===== config.mk =====
export PLATFORM = sky130hd
export DESIGN_NAME = msi_bus_top
export DESIGN_NICKNAME = d
export VERILOG_FILES = /design/src/rtl/msi_pkg.sv /design/src/rtl/msi_arbiter.sv /design/src/rtl/msi_memory.sv /design/src/rtl/msi_cache.sv /design/src/rtl/msi_bus_top.sv
export SDC_FILE = /design/constraint.sdc
export NUM_CORES = 2
export LEC_CHECK = 0
export BUFFER_PORTS_ARGS = -buffer_cell sky130_fd_sc_hd__buf_2
export CAP_MARGIN = 10
export CORE_MARGIN = 10
export CORE_UTILIZATION = 60
export CTS_CLUSTER_SIZE = 30
export DETAILED_ROUTE_END_ITERATION = 10
export PLACE_DENSITY = 0.76
export SLEW_MARGIN = 20
export SYNTH_ARGS = -nofsm -noshare
export SYNTH_HDL_FRONTEND = slang
export SYNTH_SLANG_ARGS = --single-unit

===== constraint.sdc =====
create_clock -name clk -period 15.9 [get_ports clk]
set_input_delay 0.795 -clock clk [delete_from_list [all_inputs] [get_ports clk]]
set_output_delay 0.795 -clock clk [all_outputs]
set_load 0.01 [all_outputs]

===== src/rtl/msi_pkg.sv =====
// Shared encodings for the coherence subsystem.
// Assumes: two-bit line state and two-bit bus command are sufficient.
package msi_pkg;

    typedef enum logic [1:0] {
        LS_INV = 2'd0,
        LS_SHD = 2'd1,
        LS_MOD = 2'd2
    } line_st_t;

    typedef enum logic [1:0] {
        BC_IDLE  = 2'd0,
        BC_READ  = 2'd1,
        BC_READX = 2'd2,
        BC_WBACK = 2'd3
    } bus_cmd_t;

endpackage


===== src/rtl/msi_arbiter.sv =====
// Fixed-priority bus arbiter and transaction timer.
// Grants an idle bus to the lowest-numbered requester, holds ownership for
// BUS_LAT cycles, and releases the bus early when abort is seen in the first
// cycle. Assumes requesters keep their command stable while granted.
module msi_arbiter #(
    parameter int NREQ    = 2,
    parameter int BUS_LAT = 2,
    localparam int OWN_W  = (NREQ > 1) ? $clog2(NREQ) : 1,
    localparam int CNT_W  = (BUS_LAT > 1) ? $clog2(BUS_LAT) : 1
) (
    input  logic             clk,
    input  logic             rst_n,
    input  logic [NREQ-1:0]  req,
    input  logic             abort,
    output logic             busy,
    output logic [OWN_W-1:0] owner,
    output logic             first,
    output logic             done
);

    localparam logic [CNT_W-1:0] LAST = CNT_W'(BUS_LAT - 1);

    logic [CNT_W-1:0] cnt_q;
    logic [OWN_W-1:0] win;

    // Pick the lowest-numbered active request.
    always_comb begin
        win = '0;
        for (int i = NREQ - 1; i >= 0; i--) begin
            if (req[i]) win = OWN_W'(i);
        end
    end

    assign first = busy && (cnt_q == '0);
    assign done  = busy && (cnt_q == LAST) && !(first && abort);

    // Grant, count the transaction beats, release at the end or on abort.
    always_ff @(posedge clk) begin
        if (!rst_n) begin
            busy  <= 1'b0;
            owner <= '0;
            cnt_q <= '0;
        end else if (!busy) begin
            if (|req) begin
                busy  <= 1'b1;
                owner <= win;
                cnt_q <= '0;
            end
        end else if ((first && abort) || (cnt_q == LAST)) begin
            busy <= 1'b0;
        end else begin
            cnt_q <= cnt_q + 1'b1;
        end
    end

    AST_IDLE_REQ_GRANTS: assert property (@(posedge clk) disable iff (!rst_n)
        (!busy && |req) |=> busy);
    AST_CPU0_WINS: assert property (@(posedge clk) disable iff (!rst_n)
        (!busy && req[0]) |=> (owner == '0));
    AST_ABORT_FREES_BUS: assert property (@(posedge clk) disable iff (!rst_n)
        (first && abort) |=> !busy);
    AST_OWNER_HELD: assert property (@(posedge clk) disable iff (!rst_n)
        (busy && !done && !(first && abort)) |=> (busy && $stable(owner)));

endmodule


===== src/rtl/msi_memory.sv =====
// Backing store: one word per address, zero after reset.
// Reads are combinational on the bus address; write-backs land at the
// final beat of a write-back transaction.
module msi_memory #(
    parameter int ADDR_W = 6,
    parameter int DATA_W = 16,
    localparam int DEPTH = 1 << ADDR_W
) (
    input  logic              clk,
    input  logic              rst_n,
    input  logic              wr_en,
    input  logic [ADDR_W-1:0] addr,
    input  logic [DATA_W-1:0] wdata,
    output logic [DATA_W-1:0] rdata
);

    logic [DATA_W-1:0] mem_q [DEPTH];

    assign rdata = mem_q[addr];

    // Clear on reset, store write-back data otherwise.
    always_ff @(posedge clk) begin
        if (!rst_n) begin
            for (int i = 0; i < DEPTH; i++) mem_q[i] <= '0;
        end else if (wr_en) begin
            mem_q[addr] <= wdata;
        end
    end

endmodule


===== src/rtl/msi_cache.sv =====
// Direct-mapped write-back cache controller with MSI snooping.
// One processor request in flight at a time. Snoops the peer's bus traffic:
// aborts peer reads of its Modified lines, then writes them back with priority
// over its own request. After being aborted it stays off the bus until the
// peer's write-back completes. Assumes one peer and a non-split bus.
module msi_cache
    import msi_pkg::*;
#(
    parameter int ADDR_W  = 6,
    parameter int INDEX_W = 2,
    parameter int DATA_W  = 16,
    localparam int SETS   = 1 << INDEX_W,
    localparam int TAG_W  = ADDR_W - INDEX_W
) (
    input  logic                clk,
    input  logic                rst_n,
    // processor side
    input  logic                cpu_valid,
    output logic                cpu_ready,
    input  logic                cpu_write,
    input  logic [ADDR_W-1:0]   cpu_addr,
    input  logic [DATA_W-1:0]   cpu_wdata,
    output logic                cpu_done,
    output logic [DATA_W-1:0]   cpu_rdata,
    // own bus request
    output logic                bus_req,
    output bus_cmd_t            bus_cmd_o,
    output logic [ADDR_W-1:0]   bus_addr_o,
    output logic [DATA_W-1:0]   bus_wdata_o,
    // shared bus view
    input  logic                bus_gnt,
    input  logic                bus_busy,
    input  logic                bus_first,
    input  logic                bus_done,
    input  bus_cmd_t            bus_cmd,
    input  logic [ADDR_W-1:0]   bus_addr,
    input  logic [DATA_W-1:0]   bus_rdata,
    input  logic                bus_abort,
    output logic                snoop_abort,
    // line state view for the coherence checker
    output logic [2*SETS-1:0]   dbg_state,
    output logic [TAG_W*SETS-1:0] dbg_tag
);

    typedef enum logic {CS_IDLE, CS_MISS} cst_t;

    line_st_t            st_q  [SETS];
    logic [TAG_W-1:0]    tag_q [SETS];
    logic [DATA_W-1:0]   dat_q [SETS];

    cst_t                cs_q;
    logic                op_write_q;
    logic [ADDR_W-1:0]   op_addr_q;
    logic [DATA_W-1:0]   op_wdata_q;

    logic                wb_pend_q;
    logic [INDEX_W-1:0]  wb_idx_q;
    line_st_t            wb_next_q;
    logic                blk_q;

    logic [INDEX_W-1:0]  c_idx, m_idx, s_idx;
    logic [TAG_W-1:0]    c_tag, m_tag, s_tag;
    logic                c_hit, accept, victim_dirty, s_own;

    // Decode the processor, pending-miss and snoop addresses.
    always_comb begin
        c_idx = cpu_addr[INDEX_W-1:0];
        c_tag = cpu_addr[ADDR_W-1:INDEX_W];
        m_idx = op_addr_q[INDEX_W-1:0];
        m_tag = op_addr_q[ADDR_W-1:INDEX_W];
        s_idx = bus_addr[INDEX_W-1:0];
        s_tag = bus_addr[ADDR_W-1:INDEX_W];
    end

    assign cpu_ready = (cs_q == CS_IDLE) && !wb_pend_q;
    assign accept    = cpu_valid && cpu_ready;
    assign c_hit     = (tag_q[c_idx] == c_tag) &&
                       (cpu_write ? (st_q[c_idx] == LS_MOD) : (st_q[c_idx] != LS_INV));
    assign victim_dirty = (st_q[m_idx] == LS_MOD) && (tag_q[m_idx] != m_tag);

    // Snoop match on a peer transaction and abort on a dirty hit.
    assign s_own = bus_busy && !bus_gnt && (st_q[s_idx] != LS_INV) && (tag_q[s_idx] == s_tag);
    assign snoop_abort = s_own && bus_first && (st_q[s_idx] == LS_MOD) &&
                         ((bus_cmd == BC_READ) || (bus_cmd == BC_READX));

    // Choose the bus request: snoop write-back, victim write-back, then fill.
    always_comb begin
        bus_req     = 1'b0;
        bus_cmd_o   = BC_IDLE;
        bus_addr_o  = op_addr_q;
        bus_wdata_o = op_wdata_q;
        if (wb_pend_q) begin
            bus_req     = 1'b1;
            bus_cmd_o   = BC_WBACK;
            bus_addr_o  = {tag_q[wb_idx_q], wb_idx_q};
            bus_wdata_o = dat_q[wb_idx_q];
        end else if ((cs_q == CS_MISS) && !blk_q) begin
            bus_req = 1'b1;
            if (victim_dirty) begin
                bus_cmd_o   = BC_WBACK;
                bus_addr_o  = {tag_q[m_idx], m_idx};
                bus_wdata_o = dat_q[m_idx];
            end else begin
                bus_cmd_o = op_write_q ? BC_READX : BC_READ;
            end
        end
    end

    // Line array: fills, write-back downgrades, snoop invalidation, write hits.
    always_ff @(posedge clk) begin
        if (!rst_n) begin
            for (int i = 0; i < SETS; i++) begin
                st_q[i]  <= LS_INV;
                tag_q[i] <= '0;
                dat_q[i] <= '0;
            end
        end else begin
            if (bus_gnt && bus_done) begin
                case (bus_cmd)
                    BC_READ: begin
                        st_q[m_idx]  <= LS_SHD;
                        tag_q[m_idx] <= m_tag;
                        dat_q[m_idx] <= bus_rdata;
                    end
                    BC_READX: begin
                        st_q[m_idx]  <= LS_MOD;
                        tag_q[m_idx] <= m_tag;
                        dat_q[m_idx] <= op_wdata_q;
                    end
                    BC_WBACK: begin
                        if (wb_pend_q) st_q[wb_idx_q] <= wb_next_q;
                        else           st_q[m_idx]    <= LS_INV;
                    end
                    default: ;
                endcase
            end
            if (s_own && bus_done && (bus_cmd == BC_READX) && (st_q[s_idx] == LS_SHD))
                st_q[s_idx] <= LS_INV;
            if (accept && cpu_write && c_hit)
                dat_q[c_idx] <= cpu_wdata;
        end
    end

    // Record a pending snoop write-back and the state to fall to afterwards.
    always_ff @(posedge clk) begin
        if (!rst_n) begin
            wb_pend_q <= 1'b0;
            wb_idx_q  <= '0;
            wb_next_q <= LS_INV;
        end else if (snoop_abort) begin
            wb_pend_q <= 1'b1;
            wb_idx_q  <= s_idx;
            wb_next_q <= (bus_cmd == BC_READ) ? LS_SHD : LS_INV;
        end else if (bus_gnt && bus_done && wb_pend_q) begin
            wb_pend_q <= 1'b0;
        end
    end

    // Block retry after being aborted until the peer's write-back lands.
    always_ff @(posedge clk) begin
        if (!rst_n) begin
            blk_q <= 1'b0;
        end else if (bus_gnt && bus_first && bus_abort) begin
            blk_q <= 1'b1;
        end else if (bus_busy && !bus_gnt && bus_done && (bus_cmd == BC_WBACK)) begin
            blk_q <= 1'b0;
        end
    end

    // Processor handshake: hits answer at once, misses wait for their fill.
    always_ff @(posedge clk) begin
        if (!rst_n) begin
            cs_q       <= CS_IDLE;
            cpu_done   <= 1'b0;
            cpu_rdata  <= '0;
            op_write_q <= 1'b0;
            op_addr_q  <= '0;
            op_wdata_q <= '0;
        end else begin
            cpu_done <= 1'b0;
            case (cs_q)
                CS_IDLE: begin
                    if (accept) begin
                        if (c_hit) begin
                            cpu_done  <= 1'b1;
                            cpu_rdata <= cpu_write ? '0 : dat_q[c_idx];
                        end else begin
                            cs_q       <= CS_MISS;
                            op_write_q <= cpu_write;
                            op_addr_q  <= cpu_addr;
                            op_wdata_q <= cpu_wdata;
                        end
                    end
                end
                default: begin
                    if (bus_gnt && bus_done && !wb_pend_q && (bus_cmd != BC_WBACK)) begin
                        cpu_done  <= 1'b1;
                        cpu_rdata <= (bus_cmd == BC_READ) ? bus_rdata : '0;
                        cs_q      <= CS_IDLE;
                    end
                end
            endcase
        end
    end

    // Flatten the line state for the coherence checker.
    always_comb begin
        for (int i = 0; i < SETS; i++) begin
            dbg_state[2*i +: 2]     = st_q[i];
            dbg_tag[TAG_W*i +: TAG_W] = tag_q[i];
        end
    end

    AST_HIT_ONE_CYCLE: assert property (@(posedge clk) disable iff (!rst_n)
        (accept && c_hit) |=> cpu_done);
    AST_ABORT_QUEUES_WB: assert property (@(posedge clk) disable iff (!rst_n)
        snoop_abort |=> (wb_pend_q && bus_req && (bus_cmd_o == BC_WBACK)));
    AST_ABORTED_LEAVES_BUS: assert property (@(posedge clk) disable iff (!rst_n)
        (bus_gnt && bus_first && bus_abort) |=> !bus_gnt);
    AST_WB_DROPS_MOD: assert property (@(posedge clk) disable iff (!rst_n)
        (bus_gnt && bus_done && wb_pend_q) |=> (st_q[$past(wb_idx_q)] != LS_MOD));

endmodule


===== src/rtl/msi_bus_top.sv =====
// Two-processor coherence subsystem: two snooping caches, the fixed-priority
// arbiter and the memory joined by a shared bus multiplexed by the owner.
// Assumes each processor keeps at most one request outstanding.
module msi_bus_top
    import msi_pkg::*;
#(
    parameter int ADDR_W  = 6,
    parameter int INDEX_W = 2,
    parameter int DATA_W  = 16,
    parameter int BUS_LAT = 2,
    localparam int NCPU   = 2
) (
    input  logic                   clk,
    input  logic                   rst_n,
    input  logic [NCPU-1:0]        cpu_valid,
    output logic [NCPU-1:0]        cpu_ready,
    input  logic [NCPU-1:0]        cpu_write,
    input  logic [NCPU*ADDR_W-1:0] cpu_addr,
    input  logic [NCPU*DATA_W-1:0] cpu_wdata,
    output logic [NCPU-1:0]        cpu_done,
    output logic [NCPU*DATA_W-1:0] cpu_rdata
);

    localparam int SETS  = 1 << INDEX_W;
    localparam int TAG_W = ADDR_W - INDEX_W;
    localparam int OWN_W = $clog2(NCPU);

    logic [NCPU-1:0]   req_v, abort_v;
    bus_cmd_t          cmd_a   [NCPU];
    logic [ADDR_W-1:0] addr_a  [NCPU];
    logic [DATA_W-1:0] wd_a    [NCPU];
    logic [2*SETS-1:0] st_dbg  [NCPU];
    logic [TAG_W*SETS-1:0] tag_dbg [NCPU];

    logic              bus_busy, bus_first, bus_done, bus_abort;
    logic [OWN_W-1:0]  bus_owner;
    bus_cmd_t          bus_cmd;
    logic [ADDR_W-1:0] bus_addr;
    logic [DATA_W-1:0] bus_wd, bus_rdata;

    // Drive the shared bus from the current owner.
    always_comb begin
        bus_cmd  = bus_busy ? cmd_a[bus_owner] : BC_IDLE;
        bus_addr = addr_a[bus_owner];
        bus_wd   = wd_a[bus_owner];
    end
    assign bus_abort = |abort_v;

    for (genvar g = 0; g < NCPU; g++) begin : g_cpu
        msi_cache #(
            .ADDR_W (ADDR_W),
            .INDEX_W(INDEX_W),
            .DATA_W (DATA_W)
        ) u_cache (
            .clk        (clk),
            .rst_n      (rst_n),
            .cpu_valid  (cpu_valid[g]),
            .cpu_ready  (cpu_ready[g]),
            .cpu_write  (cpu_write[g]),
            .cpu_addr   (cpu_addr[g*ADDR_W +: ADDR_W]),
            .cpu_wdata  (cpu_wdata[g*DATA_W +: DATA_W]),
            .cpu_done   (cpu_done[g]),
            .cpu_rdata  (cpu_rdata[g*DATA_W +: DATA_W]),
            .bus_req    (req_v[g]),
            .bus_cmd_o  (cmd_a[g]),
            .bus_addr_o (addr_a[g]),
            .bus_wdata_o(wd_a[g]),
            .bus_gnt    (bus_busy && (bus_owner == OWN_W'(g))),
            .bus_busy   (bus_busy),
            .bus_first  (bus_first),
            .bus_done   (bus_done),
            .bus_cmd    (bus_cmd),
            .bus_addr   (bus_addr),
            .bus_rdata  (bus_rdata),
            .bus_abort  (bus_abort),
            .snoop_abort(abort_v[g]),
            .dbg_state  (st_dbg[g]),
            .dbg_tag    (tag_dbg[g])
        );
    end

    msi_arbiter #(
        .NREQ   (NCPU),
        .BUS_LAT(BUS_LAT)
    ) u_arb (
        .clk  (clk),
        .rst_n(rst_n),
        .req  (req_v),
        .abort(bus_abort),
        .busy (bus_busy),
        .owner(bus_owner),
        .first(bus_first),
        .done (bus_done)
    );

    msi_memory #(
        .ADDR_W(ADDR_W),
        .DATA_W(DATA_W)
    ) u_mem (
        .clk  (clk),
        .rst_n(rst_n),
        .wr_en(bus_done && (bus_cmd == BC_WBACK)),
        .addr (bus_addr),
        .wdata(bus_wd),
        .rdata(bus_rdata)
    );

    // Flag any set where both caches hold the same tag with a dirty copy.
    logic coh_viol;
    always_comb begin
        coh_viol = 1'b0;
        for (int s = 0; s < SETS; s++) begin
            if (tag_dbg[0][TAG_W*s +: TAG_W] == tag_dbg[1][TAG_W*s +: TAG_W]) begin
                if ((st_dbg[0][2*s +: 2] == 2'(LS_MOD) && st_dbg[1][2*s +: 2] != 2'(LS_INV)) ||
                    (st_dbg[1][2*s +: 2] == 2'(LS_MOD) && st_dbg[0][2*s +: 2] != 2'(LS_INV)))
                    coh_viol = 1'b1;
            end
        end
    end

    AST_SINGLE_WRITER: assert property (@(posedge clk) disable iff (!rst_n)
        !coh_viol);

endmodule


After elaboration in Yosys (flattened, before gate mapping)

Memories as Yosys holds them, arrays and structs flattened. A register that Yosys moved wholly into a read port is not among the register bits.
Cells that the tools add are included.

Memories kept: 7
Flip-flop bits (word level): 97
Bits of input ports: 50
Memory bits (writable): 1200
Logic and storage cells: 364

Reductions and logical operators: 98
Add/subtract/negate cells: 1
$lt $le $gt $ge: 1
Bitwise gates (word level): 16
Mux-type cells: 197
Equality and inequality tests: 21

Memories:

| memory                 | depth | width | read ports | clocked after Yosys merged registers in | write ports | RTL line         | source |
|---|---|---|---|---|---|---|---|
| u_mem.mem_q            | 64    | 16    | 1          | 0                                       | 64          | msi_memory.sv:17 | `logic [DATA_W-1:0] mem_q [DEPTH];` |
| g_cpu[0].u_cache.dat_q | 4     | 16    | 3          | 2                                       | 4           | msi_cache.sv:49  | `logic [DATA_W-1:0] dat_q [SETS];` |
| g_cpu[1].u_cache.dat_q | 4     | 16    | 3          | 2                                       | 4           | msi_cache.sv:49  |  |
| g_cpu[0].u_cache.tag_q | 4     | 4     | 4          | 2                                       | 4           | msi_cache.sv:48  | `logic [TAG_W-1:0] tag_q [SETS];` |
| g_cpu[1].u_cache.tag_q | 4     | 4     | 4          | 2                                       | 4           | msi_cache.sv:48  |  |
| g_cpu[0].u_cache.st_q  | 4     | 2     | 3          | 1                                       | 4           | msi_cache.sv:47  | `line_st_t st_q [SETS];` |
| 1 more memories        | -     | -     | -          | -                                       | -           | -                |  |

Operator list:

| kind                                                                  | count |
|---|---|
| 16-bit 2-to-1 mux                                                     | 27 |
| 2-bit 2-to-1 mux                                                      | 54 |
| 1-bit 2-to-1 mux                                                      | 102 |
| 16-bit OR reduction                                                   | 5 |
| 6-bit 2-to-1 mux                                                      | 10 |
| 1-bit logical AND                                                     | 55 |
| 2-bit nonzero test                                                    | 13 |
| 2-bit equality test, second input constant                            | 8 |
| 4-bit equality test                                                   | 4 |
| 4-bit 2-to-1 mux                                                      | 4 |
| 2-bit OR reduction                                                    | 8 |
| 3-bit AND reduction                                                   | 4 |
| 2-bit inequality test, second input constant                          | 4 |
| 4-bit inequality test                                                 | 2 |
| 1-bit OR                                                              | 8 |
| 4-bit OR reduction                                                    | 2 |
| 1-bit zero test                                                       | 7 |
| 1-bit NOT                                                             | 7 |
| 2-bit by 1-bit equality test with 1-bit output, second input constant | 3 |
| 2-bit AND reduction                                                   | 2 |
| 2-bit >= comparator, second input constant                            | 1 |
| 1-bit logical OR                                                      | 2 |
| 1-bit NOT with 2-bit output                                           | 1 |
| 1-bit adder, second input constant                                    | 1 |

Logic depth before layout (Yosys ltp)

An unclocked memory read counts as a cell.

Depth in word-level cells: 29
Gate-level depth with buffers: 22
Gate-level depth less buffers: 18

Modules after synthesis

A second synthesis with hierarchy kept.

Cell total of the unflattened synthesis: 5236
Area, all modules: 65027.4 sq um

By module, submodules not included:

| module                       | area each (sq um) | cells an instance | times used | sequential area each (sq um) |
|---|---|---|---|---|
| msi_memory                   | 46823.7           | 3570              | 1          | 30749.5 |
| msi_cache (g_cpu[1].u_cache) | 8882.3            | 830               | 1          | 3643.5 |
| msi_cache (g_cpu[0].u_cache) | 8837.2            | 789               | 1          | 3643.5 |
| msi_bus_top                  | 349.1             | 33                | 1          | 0.0 |
| msi_arbiter                  | 135.1             | 14                | 1          | 60.1 |

Worst setup path after synthesis

Ideal clock, no wire load.

Path kind: register to register
From: register with a tool-made name
To: memory u_mem.mem_q[0][0], enable pin
Library setup time: 0.372 ns
Path buffers: 5
Setup slack: 10.571 ns
Data arrival time: 4.958 ns
Period minus slack after synthesis: 5.329 ns
Stages on the path, launching flop included: 20
Cells stage by stage: dfxtp_1 -> buf_4 -> mux4_2 -> xnor2_1 -> nand4_1 -> nand2_1 -> buf_2 -> and3_1 -> o21ai_0 -> nand3_1 -> inv_1 -> ha_1 -> clkbuf_1 -> and2_1 -> clkbuf_1 -> nand3_1 -> nor4_4 -> nand2_4 -> buf_6 -> nand2_1

RTL lines:

| element       | RTL line |
|---|---|
| end, declared | msi_memory.sv:17 |

==> metrics.md <==
| Metric | Value |
|---|---|
| GRT overflow | 0 |
| Cell area after synthesis | around 0.061 sq mm |
| Post-CTS setup buffer count | 0 |
| Most used cell, CP | nand2_1 |
| Antenna violations before repair | 3 |
| DR WL/cell | just under 30 um |
| DIE AREA | around 0.11 sq mm |
| IO Port Bufs | 85 |
| Vias in the first global route | ~38000 |
| Clk slew on worst S/H paths | around 60 ps |
| Minimum period implied by the final worst setup slack | ~7300 ps |
| Largest family of logic cells by synthesized area | multiplexers |
| Worst Path Required | roughly 16000 ps |
| Distinct cells, synth | 73 |
| Share of cells above drive strength 1 | 0.197 |
| Net Sw Power | roughly 2.2 mW |
| PostCTS Resize Cnt | 0 |
| Most frequent cells in the layout | 1200 x edfxtp_1, 1085 x nor2_1, 426 x nand2_1 |
| Clk buf depth | 3 |
| DP HPWL | roughly 110 mm |
| Adder-cell share of the synthesized area | 0.000616 |
| Combinational power share | 0.124 |
| Flops & latches, synth | between 1000 and 1500 |
| Worst Path Arrival | ~7700 ps |
| Synth Area in XOR/XNOR | 0.00357 |
| Syn avg cell area | approximately 13 sq um |
| Commonest non-fill, non-tap cell in the layout | edfxtp_1 |
| Final Hold Vio Count | 0 |
| Slowest stage delay, CP | 950 ps |
| I/O pins | 86 |
| Row count | 116 |
| RSZ-0062 raised after global routing | no |
| Skew-Pair Late Insertion Delay | approximately 780 ps |
| Syn. warnings | 0 |
| CTS Buf Count | 134 |
| Synth Area in Compound Gates | 0.0505 |
| Synth Area in Simple Gates | 0.130 |
| Dpl cell area | 0.0623 sq mm |
| Sequential share of power | 0.481 |
| Via count | roughly 41000 |
| Largest net degree at the start of global routing | about 160 |
| Synthesized net count | between 4000 and 5000 |
| Clk sink count | approximately 1300 |
| Setup CP Type | reg -> reg |
| Total wire length | between 150 and 200 mm |
| Mapped Cells | between 4000 and 5000 |
| Switching Share | 0.265 |
| Gpl congestion | approximately 0.9 |
| Main synth FF type | edfxtp_1 |
| Power density cells | roughly 120 mW/mm^2 |
| P&R area growth vs syn | 9.57% |
| Gr usage total | 0.297 |
| Sequential share of the synthesized area | 0.625 |
| CORE AREA | roughly 0.1 sq mm |
| Async SR Flop Fraction | 0 |
| Max FO, Critical Path | 19 |
| Worst Tran Pin Value | around 1300 ps |
| # setup viols final | 0 |
| Crit path cell chain | buf_4, mux4_2, xnor2_1, nand4_1, nand2_1, buf_4, and3_1, o21ai_0, nand3_1, inv_1, ha_1, and2_1, nand3_1, nor3_1, and3_1, nand2_1, nand2_1 |
| Clock power frac | 0.395 |
| Relative slew slack | 0.155 |
| Die Y | around 340 um |
| Cts hold-fix bufs | 0 |
| First-pass GRT wire length | about 260 mm |
| CTS H-tree lvls | 4 |
| Worst hold path class | in -> reg |
| Outcome | finished, final reports clean |
| CTS tree | yes |
| Fmax | 136 MHz |
| Pins over their slew limit | 0 |
| Part of the cycle the worst path needs | 0.461 |
| Static leakage | roughly 23 nW |
| Startpoint types | flip-flop |
| Clock root buffer | clkbuf_16 |
| Mux contribution to synthesized area | 0.161 |
| Max-Cap Viols | 0 |
| Overall power | around 8.1 mW |
| Final ANT Viol Nets | 0 |
| Max VDD drop | 0.110 mV |
| Starting Density | 0.607 |
| Post-route DRC | 0 |
| Vias per inst | 6.86 |
| DR pass1 iterations | 6 |
| Post-synth EDFFs | 1200 |
| Skew final | 26.4 ps |
| Chip width | around 340 um |
| Worst Path Buf+Inv | 3 |
| # nets final | 4518 |
| Post-route setup TNS | 0 ps |
| Internal | 5.99 mW |
| Iteration-0 DRC Markers | approximately 6600 |
| Fin area | about 0.067 sq mm |
| CP Capture Type | flip-flop |
| Top Family by Delay on Critical Path | simple AND/OR/NAND/NOR gates |
| Slowest CP cell | and3_1 |
| Min Hold Slack | around 280 ps |
[cells in the mapped netlist, drive strengths merged (5+ instances only)]
cell       n  area [sq um]
nor3      17          90.1
dfxtp    103          2060
xnor2     19           174
mux2       7          78.8
o21ai     80           400
nand2    435          1700
clkbuf   297          1110
a311o     36           360
and3      74           463
a22oi     29           218
nand4      5          37.5
o221ai     6          52.6
nor2b     13          81.3
nor2    1163          4560
xor2       5          43.8
a21oi     93           465
nand2b    11          68.8
a31o       6          52.6
nand3     94           470
inv       16          60.1
mux4     392          8830
and2      35           219
a221oi     7          61.3
o22ai     45           294
nor4       6          71.3
edfxtp  1200         36000
a211oi    66           516
or3        7          43.8
mux2i     93           931
buf      100           573
a311oi    13           114
a31oi     35           219
[cells by family (layout without fill, tap and decap cells)]
group	after synthesis	in the layout
other cells	0	1
mux	492	492
xor+xnor	24	24
simple gates	1876	1876
fa+ha+maj	3	3
compound gates	452	452
flops	1303	1303
buf+inv	415	428
[layout make-up]
type	count	area [sq um]
flip-flops and latches	1303	38100
inverters	18	67.6
diodes	1	2.50
repair buffers	161	1030
clock buffers	160	3520
fillers	6942	33700
multi-input cells	2847	21400
well taps	1357	1700
clock inverters	89	967
[metal layers]
layer  up-vias  track usage  wire length, um
met5         -            0               13
met4         2        0.117             7420
met3       439       0.0737            24700
met2      3317        0.449            79300
met1     20098        0.415            61800
li1      16849            -                -
[power groups by stage]
| stage | registers (mW) | logic, mW | clock network (mW) |
|---|---|---|---|
| after global placement | 3.98 | 0.964 | 0 |
| after floorplan | 3.95 | 0.613 | 0 |
| final | 3.92 | 1.01 | 3.22 |
| after CTS | 3.91 | 0.981 | 3.22 |
| after detailed placement | 3.98 | 0.975 | 0 |
| after global routing | 3.92 | 1.04 | 3.36 |
[state kept, by name (all words and copies together), names as in the netlist, named ones only]
signal,flops
g_cpu.u_cache.cpu_done,2
g_cpu.u_cache.blk_q,2
g_cpu.u_cache.op_wdata_q,32
u_arb.cnt_q,1
g_cpu.u_cache.st_q,16
u_arb.owner,1
g_cpu.u_cache.cs_q,2
u_mem.mem_q,1024
g_cpu.u_cache.dat_q,128
g_cpu.u_cache.cpu_rdata,32
g_cpu.u_cache.tag_q,32
g_cpu.u_cache.wb_idx_q,4
g_cpu.u_cache.op_addr_q,12
g_cpu.u_cache.wb_next_q,2
u_arb.busy,1
g_cpu.u_cache.wb_pend_q,2
g_cpu.u_cache.op_write_q,2
[per-stage QoR]
stage | utilization | std cells | setup WS, ps
finish | 0.665 | 5936 | 8570
global route | 0.665 | 5936 | 8240
CTS | 0.665 | 5934 | 8780
detailed placement | 0.620 | 5685 | 8820
global placement | 0.620 | 5685 | 9000
floorplan | - | 4565 | 10570
[final timing paths]
check	from	end	slack [ps]	depth (start not counted)
max	flip-flop	u_mem.mem_q[59][6]	8570	17
min	cpu_wdata[7]	g_cpu[0].u_cache.op_wdata_q[7]	280	3
max reg2reg	flip-flop	u_mem.mem_q[59][6]	8570	17
min reg2reg	g_cpu[1].u_cache.blk_q	g_cpu[1].u_cache.blk_q	470	2
[worst min-delay path, cell delays in order]
cell and delay, ps:
buf_2 90, mux2i_1 60, nor2_1 70
No activity file was read; power rests on OpenSTA's default activity.
